--- src/rtl/pc_pkg.sv ---
package pc_pkg;
  typedef enum logic [1:0] {
    PC_FREE  = 2'd0,
    PC_NOREC = 2'd1,
    PC_MOD   = 2'd2,
    PC_RANGE = 2'd3
  } pc_mode_e;

  localparam int ST_OVF  = 0;
  localparam int ST_UNF  = 1;
  localparam int ST_EQ   = 2;
  localparam int ST_LOCK = 3;
  localparam int ST_DIR  = 4;
  localparam int ST_W    = 8;
endpackage

--- src/rtl/pc_step.sv ---
module pc_step #(
  parameter int WIDTH = 24
) (
  input  pc_pkg::pc_mode_e   mode,
  input  logic [WIDTH-1:0]   cur,
  input  logic [WIDTH-1:0]   bound,
  input  logic               up,
  output logic [WIDTH-1:0]   nxt,
  output logic               ovf_evt,
  output logic               unf_evt,
  output logic               lock_evt
);
  import pc_pkg::*;

  localparam logic [WIDTH-1:0] CMAX = '1;
  localparam logic [WIDTH-1:0] ONE  = WIDTH'(1);

  typedef struct packed {
    logic [WIDTH-1:0] v;
    logic             ovf;
    logic             unf;
    logic             lock;
  } step_t;

  function automatic step_t step_calc(pc_mode_e m, logic [WIDTH-1:0] c,
                                      logic [WIDTH-1:0] b, logic u);
    step_t r;
    logic  top_hit;
    logic  bot_hit;
    r.v    = u ? c + ONE : c - ONE;
    r.ovf  = 1'b0;
    r.unf  = 1'b0;
    r.lock = 1'b0;
    bot_hit = (c == '0);
    case (m)
      PC_FREE:  top_hit = (c == CMAX);
      PC_NOREC: top_hit = (c == CMAX);
      default:  top_hit = (c == b);
    endcase
    if (u && top_hit) begin
      r.ovf = 1'b1;
      case (m)
        PC_FREE:  r.v = '0;
        PC_MOD:   r.v = '0;
        default:  r.v = c;
      endcase
    end else if (!u && bot_hit) begin
      r.unf = 1'b1;
      case (m)
        PC_FREE:  r.v = CMAX;
        PC_MOD:   r.v = b;
        default:  r.v = c;
      endcase
    end
    r.lock = (m == PC_NOREC) && (r.ovf || r.unf);
    return r;
  endfunction

  step_t res;
  always_comb begin
    res      = step_calc(mode, cur, bound, up);
    nxt      = res.v;
    ovf_evt  = res.ovf;
    unf_evt  = res.unf;
    lock_evt = res.lock;
  end
endmodule

--- src/rtl/pc_hold.sv ---
module pc_hold #(
  parameter int WIDTH = 24
) (
  input  logic             clk,
  input  logic             rst_n,
  input  logic             cap,
  input  logic [WIDTH-1:0] d,
  output logic [WIDTH-1:0] q
);
  always_ff @(posedge clk or negedge rst_n) begin
    if (!rst_n)   q <= '0;
    else if (cap) q <= d;
  end


  hold_keep_chk: assert property (@(posedge clk) disable iff (!rst_n)
    !cap |=> $stable(q));
endmodule

--- src/rtl/pc_status.sv ---
module pc_status (
  input  logic       clk,
  input  logic       rst_n,
  input  logic       pulse,
  input  logic       up,
  input  logic       ovf_set,
  input  logic       unf_set,
  input  logic       lock_set,
  input  logic       release_lock,
  input  logic       stat_clr,
  input  logic       eq,
  output logic       locked,
  output logic [7:0] status
);
  import pc_pkg::*;

  logic ovf_q, unf_q, dir_q;

  always_ff @(posedge clk or negedge rst_n) begin
    if (!rst_n) begin
      ovf_q  <= 1'b0;
      unf_q  <= 1'b0;
      locked <= 1'b0;
      dir_q  <= 1'b0;
    end else begin
      ovf_q  <= ovf_set | (ovf_q & ~stat_clr);
      unf_q  <= unf_set | (unf_q & ~stat_clr);
      locked <= lock_set | (locked & ~release_lock);
      if (pulse) dir_q <= up;
    end
  end

  always_comb begin
    status          = '0;
    status[ST_OVF]  = ovf_q;
    status[ST_UNF]  = unf_q;
    status[ST_EQ]   = eq;
    status[ST_LOCK] = locked;
    status[ST_DIR]  = dir_q;
  end


  ovf_sticky_chk: assert property (@(posedge clk) disable iff (!rst_n)
    status[ST_OVF] && !stat_clr |=> status[ST_OVF]);

  unf_clear_chk: assert property (@(posedge clk) disable iff (!rst_n)
    stat_clr && !unf_set |=> !status[ST_UNF]);

  dir_track_chk: assert property (@(posedge clk) disable iff (!rst_n)
    pulse |=> status[ST_DIR] == $past(up));
endmodule

--- src/rtl/pc_axis_counter.sv ---
module pc_axis_counter #(
  parameter int WIDTH = 24
) (
  input  logic             clk,
  input  logic             rst_n,
  input  logic [1:0]       mode,
  input  logic             cnt_en,
  input  logic             cnt_up,
  input  logic             preset_wr,
  input  logic [WIDTH-1:0] preset_data,
  input  logic             load_cmd,
  input  logic             load_hw,
  input  logic             snap_cmd,
  input  logic             snap_hw,
  input  logic             clr_cmd,
  input  logic             stat_clr,
  output logic [WIDTH-1:0] latch_q,
  output logic [7:0]       status,
  output logic             match
);
  import pc_pkg::*;

  localparam logic [WIDTH-1:0] CMAX = '1;

  pc_mode_e         mode_e;
  logic [WIDTH-1:0] cnt_q, preset_q, step_nxt;
  logic             do_load, do_snap, step_go, locked;
  logic             ovf_evt, unf_evt, lock_evt;
  logic             ovf_set, unf_set, lock_set, release_lock;

  assign mode_e       = pc_mode_e'(mode);
  assign do_load      = load_cmd | load_hw;
  assign do_snap      = snap_cmd | snap_hw;
  assign release_lock = clr_cmd | do_load;
  assign step_go      = cnt_en & ~locked & ~release_lock;
  assign ovf_set      = step_go & ovf_evt;
  assign unf_set      = step_go & unf_evt;
  assign lock_set     = step_go & lock_evt;
  assign match        = (cnt_q == preset_q);

  pc_hold #(.WIDTH(WIDTH)) u_preset (
    .clk(clk), .rst_n(rst_n), .cap(preset_wr), .d(preset_data), .q(preset_q));

  pc_hold #(.WIDTH(WIDTH)) u_snap (
    .clk(clk), .rst_n(rst_n), .cap(do_snap), .d(cnt_q), .q(latch_q));

  pc_step #(.WIDTH(WIDTH)) u_step (
    .mode(mode_e), .cur(cnt_q), .bound(preset_q), .up(cnt_up),
    .nxt(step_nxt), .ovf_evt(ovf_evt), .unf_evt(unf_evt), .lock_evt(lock_evt));

  pc_status u_stat (
    .clk(clk), .rst_n(rst_n), .pulse(cnt_en), .up(cnt_up),
    .ovf_set(ovf_set), .unf_set(unf_set), .lock_set(lock_set),
    .release_lock(release_lock), .stat_clr(stat_clr), .eq(match),
    .locked(locked), .status(status));

  always_ff @(posedge clk or negedge rst_n) begin
    if (!rst_n)       cnt_q <= '0;
    else if (clr_cmd) cnt_q <= '0;
    else if (do_load) cnt_q <= preset_q;
    else if (step_go) cnt_q <= step_nxt;
  end


  clr_zero_chk: assert property (@(posedge clk) disable iff (!rst_n)
    clr_cmd |=> cnt_q == '0);

  load_take_chk: assert property (@(posedge clk) disable iff (!rst_n)
    do_load && !clr_cmd |=> cnt_q == $past(preset_q));

  snap_take_chk: assert property (@(posedge clk) disable iff (!rst_n)
    do_snap |=> latch_q == $past(cnt_q));

  lock_freeze_chk: assert property (@(posedge clk) disable iff (!rst_n)
    locked && !release_lock |=> $stable(cnt_q));

  range_hold_chk: assert property (@(posedge clk) disable iff (!rst_n)
    step_go && mode_e == PC_RANGE && cnt_up && cnt_q == preset_q
      |=> $stable(cnt_q) && status[ST_OVF]);

  free_wrap_chk: assert property (@(posedge clk) disable iff (!rst_n)
    step_go && mode_e == PC_FREE && cnt_up && cnt_q == CMAX
      |=> cnt_q == '0 && status[ST_OVF]);
endmodule

--- config.mk ---
export PLATFORM = sky130hd
export DESIGN_NAME = pc_axis_counter
export DESIGN_NICKNAME = d
export VERILOG_FILES = /design/src/rtl/pc_pkg.sv /design/src/rtl/pc_step.sv /design/src/rtl/pc_hold.sv /design/src/rtl/pc_status.sv /design/src/rtl/pc_axis_counter.sv
export SDC_FILE = /design/constraint.sdc
export NUM_CORES = 1
export LEC_CHECK = 0
export ABC_AREA = 1
export BUFFER_PORTS_ARGS = -buffer_cell sky130_fd_sc_hd__buf_2
export CELL_PAD_IN_SITES_DETAIL_PLACEMENT = 1
export CELL_PAD_IN_SITES_GLOBAL_PLACEMENT = 1
export CORE_ASPECT_RATIO = 0.9
export CORE_MARGIN = 3
export CORE_UTILIZATION = 30
export CTS_BUF_LIST = sky130_fd_sc_hd__clkbuf_8
export DETAILED_ROUTE_END_ITERATION = 12
export PLACE_DENSITY_LB_ADDON = 0.1
export SLEW_MARGIN = 20
export SYNTH_ARGS = -nofsm -noshare
export SYNTH_HDL_FRONTEND = slang
export SYNTH_SLANG_ARGS = --single-unit
--- constraint.sdc ---
create_clock -name clk -period 2.5 [get_ports clk]
set_input_delay 0.375 -clock clk [delete_from_list [all_inputs] [get_ports clk]]
set_output_delay 0.375 -clock clk [all_outputs]
set_load 0.02 [all_outputs]
==> results of run 1 <==
==> routing by layer <==
| metal | track usage [%] | up-vias | part of all wire (%) |
|---|---|---|---|
| met5 | 0 | - | 0 |
| li1 | - | 3042 | - |
| met3 | 3.83 | 17 | 3.1 |
| met2 | 36.2 | 81 | 49 |
| met1 | 26.5 | 2822 | 47 |
| met4 | 3.59 | 0 | 0.96 |
==> worst max-delay path by stage <==
stage / end / slack, ns / start
2_1_floorplan: cnt_q[23]$_DFFE_PN0P_ / 0.49 / cnt_up
3_3_place_gp: cnt_q[19]$_DFFE_PN0P_ / -0.08 / cnt_up
3_5_place_dp: cnt_q[19]$_DFFE_PN0P_ / -0.07 / cnt_up
4_1_cts: cnt_q[14]$_DFFE_PN0P_ / 0.16 / cnt_q[0]$_DFFE_PN0P_
5_1_grt: cnt_q[14]$_DFFE_PN0P_ / 0.007 / cnt_q[1]$_DFFE_PN0P_
6_report: cnt_q[19]$_DFFE_PN0P_ / 0.18 / cnt_q[16]$_DFFE_PN0P_
==> final cells by class <==
type	count	area, µm²	area share, %
timing repair buffer	93	576	8.55
inverter	141	529	7.86
sequential	76	1900	28.3
multi-input combinational	690	3180	47.2
clock buffer	9	124	1.84
tap	245	307	4.55
clock inverter	7	116	1.73
==> critical path: stages, from the launching register on <==
cell,delay [ns]
dfrtp_1,0.47
ha_1,0.36
buf_4,0.16
nand2_1,0.05
nand2_1,0.04
inv_1,0.08
o21bai_1,0.13
nor2_1,0.20
nand3_1,0.25
nand2_1,0.12
nand2_1,0.05
nor2_1,0.12
o21bai_1,0.09
nand2_1,0.06
nand2_1,0.05
==> cell usage after synthesis, drive strengths merged <==
| library cell | number |
|---|---|
| o22ai | 5 |
| buf | 18 |
| clkbuf | 14 |
| nand3b | 2 |
| nand3 | 56 |
| nor4 | 2 |
| o21bai | 9 |
| nand4 | 17 |
| nor2 | 82 |
| xor2 | 1 |
| conb | 1 |
| mux2 | 1 |
| fa | 1 |
| ha | 22 |
| inv | 141 |
| and2 | 1 |
| nand2 | 394 |
| xnor2 | 4 |
| dfrtp | 76 |
| o21ai | 60 |
| a21oi | 25 |
| nor3 | 5 |
==> power groups by stage <==
stage | clock network, µW | registers (µW) | logic, µW
2_1_floorplan | 0 | 1510 | 746
3_3_place_gp | 0 | 1510 | 1200
3_5_place_dp | 0 | 1510 | 1210
4_1_cts | 1190 | 1480 | 1220
5_1_grt | 1250 | 1500 | 1390
6_report | 1160 | 1480 | 1210
==> metrics by stage <==
stage | worst slack (ns) | total power (µW) | utilization, %
finish | 0.175 | 3850 | 36.1
global route | 0.00740 | 4140 | 36.1
CTS | 0.161 | 3890 | 36.0
detailed placement | -0.0681 | 2720 | 34.7
global placement | -0.0829 | 2710 | 34.7
floorplan | 0.488 | 2250 | -
==> cells by family (layout without fill, tap and decap cells) <==
| family | count (synthesis) | in the layout |
|---|---|---|
| AOI/OAI and AO/OA | 99 | 99 |
| xor gates and xnor gates | 5 | 5 |
| DFF | 76 | 76 |
| adders and majority gates | 23 | 23 |
| other | 1 | 3 |
| and+or+nand+nor | 559 | 559 |
| muxes | 1 | 1 |
| buffers and inverters | 173 | 250 |
==> flip-flops by register name, summed over array words and instances (netlist names) <==
name,cells
u_stat.dir_q,1
u_preset.q,24
u_snap.q,24
u_stat.locked,1
cnt_q,24
u_stat.unf_q,1
u_stat.ovf_q,1
==> repair_timing <==
| action | CTS | global route |
|---|---|---|
| hold buffers | 1 | 0 |
| setup buffers | 0 | 0 |
| setup endpoints to repair | 0 | 7 |
| resized for setup | 0 | 3 |
| hold endpoints to repair | 28 | 0 |
==> impl_metrics.yaml, run 1 <==
power:
  p_sw_share_pct: 37.0
  vdd_drop_max_mv: 0.222
  p_comb_share_pct: 31.4
  power_density_nw_per_um2: 571
  p_leak_uw: 0.00375
  internal-power_uw: 2420
  power_switching_uw: 1420
  seqPwrFrac_pct: 38.6
  pwr-share-clk_pct: 30.1
yosys:
  synth_sequential_area_ratio_pct: 33.0
  yosysWarnings: 0
  synth_seq_cells: 76
  yosysTopAreaCell: "dfrtp_1"
  synth_top_family_by_area: "simple AND/OR/NAND/NOR gates"
  synthTopCellsByArea: "dfrtp_1, nand2_1, inv_1, nor2_1, o21ai_0"
  post_synth_mux_area_share_pct: 0.195
  synthXorXnorAreaFrac_pct: 0.760
  synth_compound_area_share_pct: 9.16
  ys_types: 34
  netlist.area_leader.share_pct: 33.0
  synth_area_per_cell_um2: 6.15
  netlist_area_um2: 5760
  synthCells: 937
  synthSimpleGateAreaFrac_pct: 39.4
  synthAdderAreaFrac_pct: 5.12
drt:
  routed_via_density: 4.73
  final_antenna_net_count: 0
  num_vias: 5962
  wl_per_cell_um: 16.6
  drt_first_pass_iters: 4
  drt_iter0_markers: 250
  drcViolationCount: 0
  wirelength_um: 21000
placement:
  dp_cells: 1244
  dpl.hpwl_um: 16500
  dpl_cell_area_um2: 6470
  io_buffers: 66
  place.gp.congestion: 0.895
hold_path:
  hold_depth: 2
  hp-start: "stat_clr"
  min_path_type: "primary input to flop"
  hold_end: "u_stat.ovf_q$_DFF_PN0_"
cells_and_area:
  fillCellCount: 2518
  antenna_cells: 0
  final_cell_mix: "nand2_1, inv_1, nor2_1"
  layout.cells.non_filler: 1261
  final_common_cell: "nand2_1"
  final_layout_size_suffix_gt1_share_pct: 12.6
  final_area_um2: 6730
  syn2layout_area_growth_pct: 16.8
  nNetsFinal: 1071
grt:
  grt_overflow_total: 0
  grt_pass1_vias: 6251
  track_usage_pct: 20.5
  grt_pass1_wl_um: 33900
  grt_antenna_before_repair: 0
  grt_max_degree: 49
job:
  drv_cap: 0
worst_setup_path:
  critPathArrivalTime_ns: 2.58
  r2r_cells: 14
  r2r-end: "cnt_q[19]$_DFFE_PN0P_"
  startpoint_type: "flop"
  setup.worst_path.end_class: "flop"
  r2r_start: "cnt_q[16]$_DFFE_PN0P_"
  worst-path-max-fanout: 6
  crit_required_ns: 2.76
  ff2ff_setup_slack_ns: 0.18
  worstSetupPathType: "flop to flop"
clocking:
  clkSinkCount: 76
  ctsHtreeMaxLevel: 3
  clk_pin_slew_worst_paths_ns: 0.08
  worstSkewPairLatency_ns: 0.36
  cts-root-buf: "clkbuf_8"
  numCtsBuffers: 9
  cts_tree: "yes"
  cts_buffer_depth: 2
floorplanning:
  dieArea_um2: 20900
  rows: 47
  io_pins: 70
  coreArea_um2: 18600
  die_w_um: 152
  die_h_um: 138
  start_util_pct: 30.9
sta:
  rsz0062_at_grt: "no"
  slew_headroom_pct: 43.8
  fin_skew_ns: 0.0165
  fin_hold_ws_ns: 0.208
  fin_crit_ns: 2.32
  fmax_mhz: 430
  post-route-period-util_pct: 93.0
  setup_tns_ns: 0
  tightest_slew_ns: 0.843
  slew_viol_final: 0
  hold_viol: 0
  finalSetupViolCount: 0
run_status:
  status: "completed"
No activity file was read; power rests on OpenSTA's default activity.
==> run 2: changes to the inputs <==
--- a/config.mk
+++ b/config.mk
@@ -18,4 +18,5 @@
 export SLEW_MARGIN = 20
 export SYNTH_ARGS = -nofsm -noshare
 export SYNTH_HDL_FRONTEND = slang
+export SYNTH_HIERARCHICAL = 1
 export SYNTH_SLANG_ARGS = --single-unit
==> run 2 against run 1 <==
Net effect: largest power group is now combinational logic; register-to-register slack is essentially flat; count of clock-buffer cells in the layout is the same; global-route usage grew 1.3 points; wire length grew 40%; first-iteration DRC count grew 62%; area after synthesis grew 30%; clock skew grew 0.0061 ns; total power grew 12%; critical path depth shrank 4; sequential share of layout area shrank 7.5 points; core utilization grew 1.9 points; hold slack lost 0.0067 ns.
==> impl_metrics.yaml, run 2 <==
power:
  finalPower_uw: 4320
  seqPwrFrac_pct: 34.5
  pwr-share-clk_pct: 21.4
  power_switching_uw: 1860
  p_sw_share_pct: 43.1
  power_density_nw_per_um2: 466
  p_leak_uw: 0.00532
  vdd_drop_max_mv: 0.220
  internal-power_uw: 2460
  p_comb_share_pct: 44.2
floorplanning:
  rows: 54
  die_w_um: 173
  start_util_pct: 30.8
  coreArea_um2: 24400
  io_pins: 70
  die_h_um: 156
  dieArea_um2: 26900
yosys:
  synthTopCellsByArea: "nand2_1, dfrtp_1, inv_1, nand3_1, nor2_1"
  synth_seq_cells: 76
  yosys-top-cells-count: "nand2_1, inv_1, nor2_1"
  async_flop_share_pct: 100
  yosysTopAreaCell: "nand2_1"
  netlist.area_leader.share_pct: 28.3
  synth_sequential_area_ratio_pct: 25.3
  post_synth_mux_area_share_pct: 0
  synth-edff-count: 0
  ys_types: 38
  yosysWarnings: 6
  synth_compound_area_share_pct: 8.39
  yosysMostFrequentCell: "nand2_1"
  synthXorXnorAreaFrac_pct: 1.27
  synth_top_family_by_area: "simple AND/OR/NAND/NOR gates"
  synthCells: 1303
  synthSimpleGateAreaFrac_pct: 45.4
  netlist_area_um2: 7500
  ys.flop_type: "dfrtp_1"
  synth_area_per_cell_um2: 5.76
  synthAdderAreaFrac_pct: 3.94
cells_and_area:
  antenna_cells: 0
  syn2layout_area_growth_pct: 23.5
  nNetsFinal: 1521
  finalCoreUtilization_pct: 38.0
  final_cell_mix: "nand2_1, inv_1, buf_4"
  reg_top3: "cnt_q x24, u_preset/q x24, u_snap/q x24"
  final_common_cell: "nand2_1"
  final_layout_size_suffix_gt1_share_pct: 20.3
clocking:
  cts-root-buf: "clkbuf_8"
  numCtsBuffers: 9
  worstSkewPairLatency_ns: 0.37
  clkSinkCount: 76
  clk_pin_slew_worst_paths_ns: 0.10
  ctsHtreeMaxLevel: 3
  cts_tree: "yes"
  cts_buffer_depth: 2
worst_setup_path:
  critPathArrivalTime_ns: 2.01
  setup.worst_path.end_class: "output port"
  worstSetupPathType: "flop to output port"
  crit_top_cell: "nand2_1"
  startpoint_type: "flop"
  crit_chain: "buf_4, inv_1, nand2_1, nand2_1, nor2_1, nand2_1, nor2_2, nand2_1, nor2_1, buf_2"
  critPathMaxStageDelay_ns: 0.46
  worst-path-max-fanout: 4
  crit_slowest_cell: "dfrtp_1"
  crit_required_ns: 2.12
grt:
  grt_max_degree: 46
  grt_pass1_wl_um: 46800
  track_usage_pct: 21.8
  grt_overflow_total: 0
  grt_pass1_vias: 8571
  grt_antenna_before_repair: 0
drt:
  wirelength_um: 29400
  wl_per_cell_um: 16.3
  num_vias: 8415
  drt_first_pass_iters: 4
  routed_via_density: 4.67
  drt_iter0_markers: 406
  final_antenna_net_count: 0
  drcViolationCount: 0
hold_path:
  min_path_type: "primary input to flop"
sta:
  fin_crit_ns: 2.39
  fin_skew_ns: 0.0226
  hold_viol: 0
  rsz0062_at_grt: "yes"
  fin_hold_ws_ns: 0.201
  finalSetupViolCount: 0
  slew_headroom_pct: 58.0
  fmax_mhz: 419
  setup_tns_ns: 0
  tightest_slew_ns: 0.629
  post-route-period-util_pct: 95.4
  slew_viol_final: 0
  finalWorstSetupSlack_ns: 0.115
placement:
  io_buffers: 66
  place_ws_ns: -0.231
  dpl.hpwl_um: 23700
  place.gp.congestion: 0.921
run_status:
  status: "completed"
job:
  drv_cap: 0
## run 2: cell types whose count changed after synthesis, sizes merged, moves of 7 or more
cell    previous run  this run
a21oi             25        47
buf               18        33
inv              141       212
nand2            394       590
nand3             56        82
nor2              82       100
o21ai             60        67
o21bai             9         0
xor2               1         9
## run 2: area by class of cell
class	count	area (µm²)
fillers	3302	15100
well taps	336	420
flip-flops and latches	76	1920
clock buffers	9	124
clock inverters	7	51.3
inverters	213	815
multi-input cells	970	4590
repair buffers	191	1350
## run 2: timing repair
item	CTS	global route
hold endpoints to repair	31	0
setup buffers	0	4
pin swaps	0	2
hold buffers	1	0
gates resized for setup	2	38
endpoints found under the setup margin	3	26
## run 2: logic make-up after synthesis
kind of cell    count (synthesis)
xor+xnor                       10
other cells                     1
buf+inv                       259
simple gates                  818
fa+ha+maj                      23
compound gates                116
flops                          76
## run 2: worst paths after layout
path                                          startpoint                    endpoint  cells past startpoint  slack, ns
worst max-delay path               cnt_q[19]$_DFFE_PN0P_                       match                     10       0.11
worst min-delay path                     preset_data[22]  u_preset/q[22]$_DFFE_PN0P_                      3       0.20
worst max register to register      cnt_q[6]$_DFFE_PN0P_       cnt_q[14]$_DFFE_PN0P_                     15       0.17
worst min register to register  u_snap/q[20]$_DFFE_PN0P_    u_snap/q[20]$_DFFE_PN0P_                      2       0.48
max in group asynchronous                          rst_n        cnt_q[7]$_DFFE_PN0P_                      3       1.33
min in group asynchronous                          rst_n    u_snap/q[19]$_DFFE_PN0P_                      2       0.50
## run 2: power by group through the flow
stage | logic, µW | clock network [µW] | registers (µW)
3_5_place_dp | 1850 | 0 | 1510
3_3_place_gp | 1830 | 0 | 1510
5_1_grt | 2160 | 1020 | 1510
4_1_cts | 1870 | 960 | 1490
6_report | 1910 | 922 | 1490
2_1_floorplan | 1050 | 0 | 1520
## run 2: metal layers
| layer | part of all wire, % | global-route usage (%) |
|---|---|---|
| met4 | 1.4 | 3.94 |
| met3 | 2.8 | 2.68 |
| met2 | 48 | 38.9 |
| met5 | 0 | 0 |
| met1 | 47 | 28.7 |
## run 2: metrics by stage
stage               cell area (µm²)  std cells
floorplan                      7510       1305
global placement               8880       1781
detailed placement             8880       1781
CTS                            9070       1798
global route                   9270       1802
finish                         9270       1802
## run 2: critical path, delay by kind of cell (launching register included)
| kind | cells | cell delay (ns) |
|---|---|---|
| buf+inv | 3 | 0.44 |
| simple gates | 7 | 0.75 |
| flops | 1 | 0.46 |
==> run 3: changes to the inputs <==
--- a/config.mk
+++ b/config.mk
@@ -5,7 +5,6 @@
 export SDC_FILE = /design/constraint.sdc
 export NUM_CORES = 1
 export LEC_CHECK = 0
-export ABC_AREA = 1
 export BUFFER_PORTS_ARGS = -buffer_cell sky130_fd_sc_hd__buf_2
 export CELL_PAD_IN_SITES_DETAIL_PLACEMENT = 1
 export CELL_PAD_IN_SITES_GLOBAL_PLACEMENT = 1
@@ -13,6 +12,7 @@
 export CORE_MARGIN = 3
 export CORE_UTILIZATION = 30
 export CTS_BUF_LIST = sky130_fd_sc_hd__clkbuf_8
+export CTS_CLUSTER_SIZE = 24
 export DETAILED_ROUTE_END_ITERATION = 12
 export PLACE_DENSITY_LB_ADDON = 0.1
 export SLEW_MARGIN = 20
==> run 3 against run 2 <==
Net effect: the run now ends with negative setup slack left; combinational power rose by 32%; cell count fell by 39%; via count fell by 29%; register-to-register slack got worse by 0.61 ns; global-route usage rose by 2.0 points; sequential share of layout area rose by 0.63 points; sequential power rose by 3%; cell area fell by 3.0%; critical endpoint is now cnt_q[22]$_DFFE_PN0P_.
==> impl_metrics.yaml, run 3 <==
yosys:
  netlist_area_um2: 5880
  ys_types: 68
  synth_area_per_cell_um2: 9.60
  yosysMostFrequentCell: "dfrtp_1"
  synth-edff-count: 0
  yosys-top-cells-count: "dfrtp_1, nand2_1, a21oi_1"
  ys.flop_type: "dfrtp_1"
  yosysWarnings: 6
  netlist.area_leader.share_pct: 32.4
  synthCells: 612
  yosysTopAreaCell: "dfrtp_1"
  synth_seq_cells: 76
  async_flop_share_pct: 100
  synth_sequential_area_ratio_pct: 32.4
  synthTopCellsByArea: "dfrtp_1, mux2_4, ha_1, nand2_1, mux2i_1"
drt:
  wl_per_cell_um: 23.2
  drt_iter0_markers: 402
  num_vias: 5953
  drcViolationCount: 0
  routed_via_density: 5.38
  drt_first_pass_iters: 8
  wirelength_um: 25700
  final_antenna_net_count: 0
cells_and_area:
  final_layout_size_suffix_gt1_share_pct: 53.4
  antenna_cells: 0
  final_common_cell: "buf_4"
  reg_top3: "cnt_q x24, u_preset/q x24, u_snap/q x24"
  fillCellCount: 2126
  nNetsFinal: 917
  final_area_um2: 8990
  final_cell_mix: "buf_4, buf_2, dfrtp_1"
  syn2layout_area_growth_pct: 52.9
worst_setup_path:
  r2r-end: "cnt_q[22]$_DFFE_PN0P_"
  worstSetupPathType: "flop to flop"
  crit_required_ns: 2.73
  startpoint_type: "flop"
  r2r_start: "cnt_q[11]$_DFFE_PN0P_"
  setup.worst_path.end_class: "flop"
  ff2ff_setup_slack_ns: -0.44
  r2r_cells: 14
  worst-path-max-fanout: 6
  crit_start: "cnt_q[11]$_DFFE_PN0P_"
  critPathArrivalTime_ns: 3.17
  crit_end: "cnt_q[22]$_DFFE_PN0P_"
grt:
  grt_pass1_wl_um: 39200
  grt_antenna_before_repair: 0
  track_usage_pct: 23.8
  grt_overflow_total: 0
  grt_max_degree: 49
  grt_pass1_vias: 6417
floorplanning:
  rows: 47
  start_util_pct: 31.2
  die_w_um: 154
  coreArea_um2: 18800
  die_h_um: 139
  dieArea_um2: 21300
  io_pins: 70
sta:
  fin_skew_ns: 0.0120
  finalWorstSetupSlack_ns: -0.442
  hold_viol: 0
  finalSetupViolCount: 25
  rsz0062_at_grt: "yes"
  slew_headroom_pct: 45.6
  setup_tns_ns: -8.54
  post-route-period-util_pct: 118
  fin_crit_ns: 2.94
  fmax_mhz: 340
  slew_viol_final: 0
  tightest_slew_ns: 0.816
power:
  pwr-share-clk_pct: 23.0
  vdd_drop_max_mv: 0.331
  p_sw_share_pct: 37.7
  power_density_nw_per_um2: 588
  internal-power_uw: 3290
  power_switching_uw: 2000
  p_leak_uw: 0.00425
  p_comb_share_pct: 47.9
  seqPwrFrac_pct: 29.1
placement:
  dpl.hpwl_um: 18400
  dpl_cell_area_um2: 7560
  io_buffers: 66
  place.gp.congestion: 0.945
clocking:
  cts_tree: "yes"
  ctsHtreeMaxLevel: 3
  cts-root-buf: "clkbuf_8"
  cts_buffer_depth: 2
  numCtsBuffers: 9
  clkSinkCount: 76
  clk_pin_slew_worst_paths_ns: 0.09
  worstSkewPairLatency_ns: 0.38
hold_path:
  min_path_type: "primary input to flop"
run_status:
  status: "complete, but fails checks"
  violations: "negative setup slack"
job:
  drv_cap: 0
==> run 3: cell count changes in the layout (fill, tap and decap cells not counted), moves of 24 or more <==
cell	before	now
mux2i_1	0	24
inv_1	208	27
nand2_2	28	1
nand3_1	77	6
nand2_1	561	58
buf_4	119	174
o21ai_0	38	9
nor2_1	92	18
mux2_4	0	41
==> run 3: layout make-up <==
cell class	instances	area (µm²)	share of cell area, %
multi-input cells	471	4290	47.7
clock buffers	9	124	1.38
inverters	29	116	1.29
clock inverters	7	123	1.36
well taps	245	307	3.41
repair buffers	270	2110	23.5
flip-flops and latches	76	1920	21.4
==> run 3: kinds of logic (layout without fill, tap and decap cells) <==
kind of cell,count (synthesis),in the layout,synth area share (%)
and+or+nand+nor,160,160,13.5
other,1,3,0.0638
AOI/OAI and AO/OA,164,164,18.7
DFF,76,76,32.4
adders and majority gates,23,23,5.02
buffers and inverters,67,315,7.07
xor gates and xnor gates,48,48,7.15
muxes,73,73,16.1
==> run 3: per-layer routing <==
| metal | up-vias | track usage, % | share of wire (%) |
|---|---|---|---|
| met5 | - | 0 | 0 |
| met4 | 0 | 6.92 | 2.9 |
| met3 | 46 | 3.78 | 4.6 |
| met2 | 196 | 40.7 | 49 |
| met1 | 2998 | 31.2 | 43 |
| li1 | 2713 | - | - |
==> run 3: worst min path at each step <==
stage	start	end	slack, ns	cells past startpoint
after floorplan	rst_n	cnt_q[0]$_DFFE_PN0P_	0.08	0
after global placement	rst_n	u_snap/q[9]$_DFFE_PN0P_	0.41	1
after detailed placement	rst_n	u_snap/q[2]$_DFFE_PN0P_	0.42	1
after CTS	preset_data[15]	u_preset/q[15]$_DFFE_PN0P_	0.20	2
after global routing	preset_data[20]	u_preset/q[20]$_DFFE_PN0P_	0.19	2
final	preset_data[20]	u_preset/q[20]$_DFFE_PN0P_	0.22	2
==> run 3: power by group through the flow <==
stage          registers, µW  logic [µW]  clock network [µW]
2_1_floorplan           1650        1010                   0
3_3_place_gp            1570        2020                   0
3_5_place_dp            1570        2050                   0
4_1_cts                 1540        2350                1260
5_1_grt                 1560        2710                1320
6_report                1540        2530                1220
==> run 3: what timing repair did <==
| action | CTS | global route |
|---|---|---|
| gates cloned | 5 | 0 |
| pin swaps | 65 | 59 |
| endpoints found under the hold margin | 14 | 0 |
| hold buffers | 1 | 0 |
| resized for setup | 117 | 58 |
| setup buffers | 27 | 17 |
| setup endpoints to repair | 27 | 27 |
==> run 3: worst max-delay path: stages, from the launching register on <==
cell	delay [ns]
dfrtp_2	0.47
buf_4	0.18
buf_4	0.14
a21oi_1	0.22
nand3_1	0.18
a21oi_2	0.16
a21oi_2	0.07
nor4_4	0.30
buf_4	0.20
buf_12	0.11
nor2_4	0.04
buf_6	0.14
a221o_1	0.33
mux2i_1	0.17
o31ai_1	0.09
==> run 3: stage by stage <==
| stage | instances | worst slack, ns | util, % | power [µW] | hold slack [ns] |
|---|---|---|---|---|---|
| after floorplan | 614 | -0.500 | - | 2660 | 0.0794 |
| after global placement | 1047 | -0.614 | 40.2 | 3580 | 0.405 |
| after detailed placement | 1047 | -0.687 | 40.2 | 3620 | 0.421 |
| after CTS | 1093 | -0.308 | 45.8 | 5160 | 0.198 |
| after global routing | 1107 | -0.568 | 47.8 | 5590 | 0.190 |
| final | 1107 | -0.442 | 47.8 | 5290 | 0.218 |
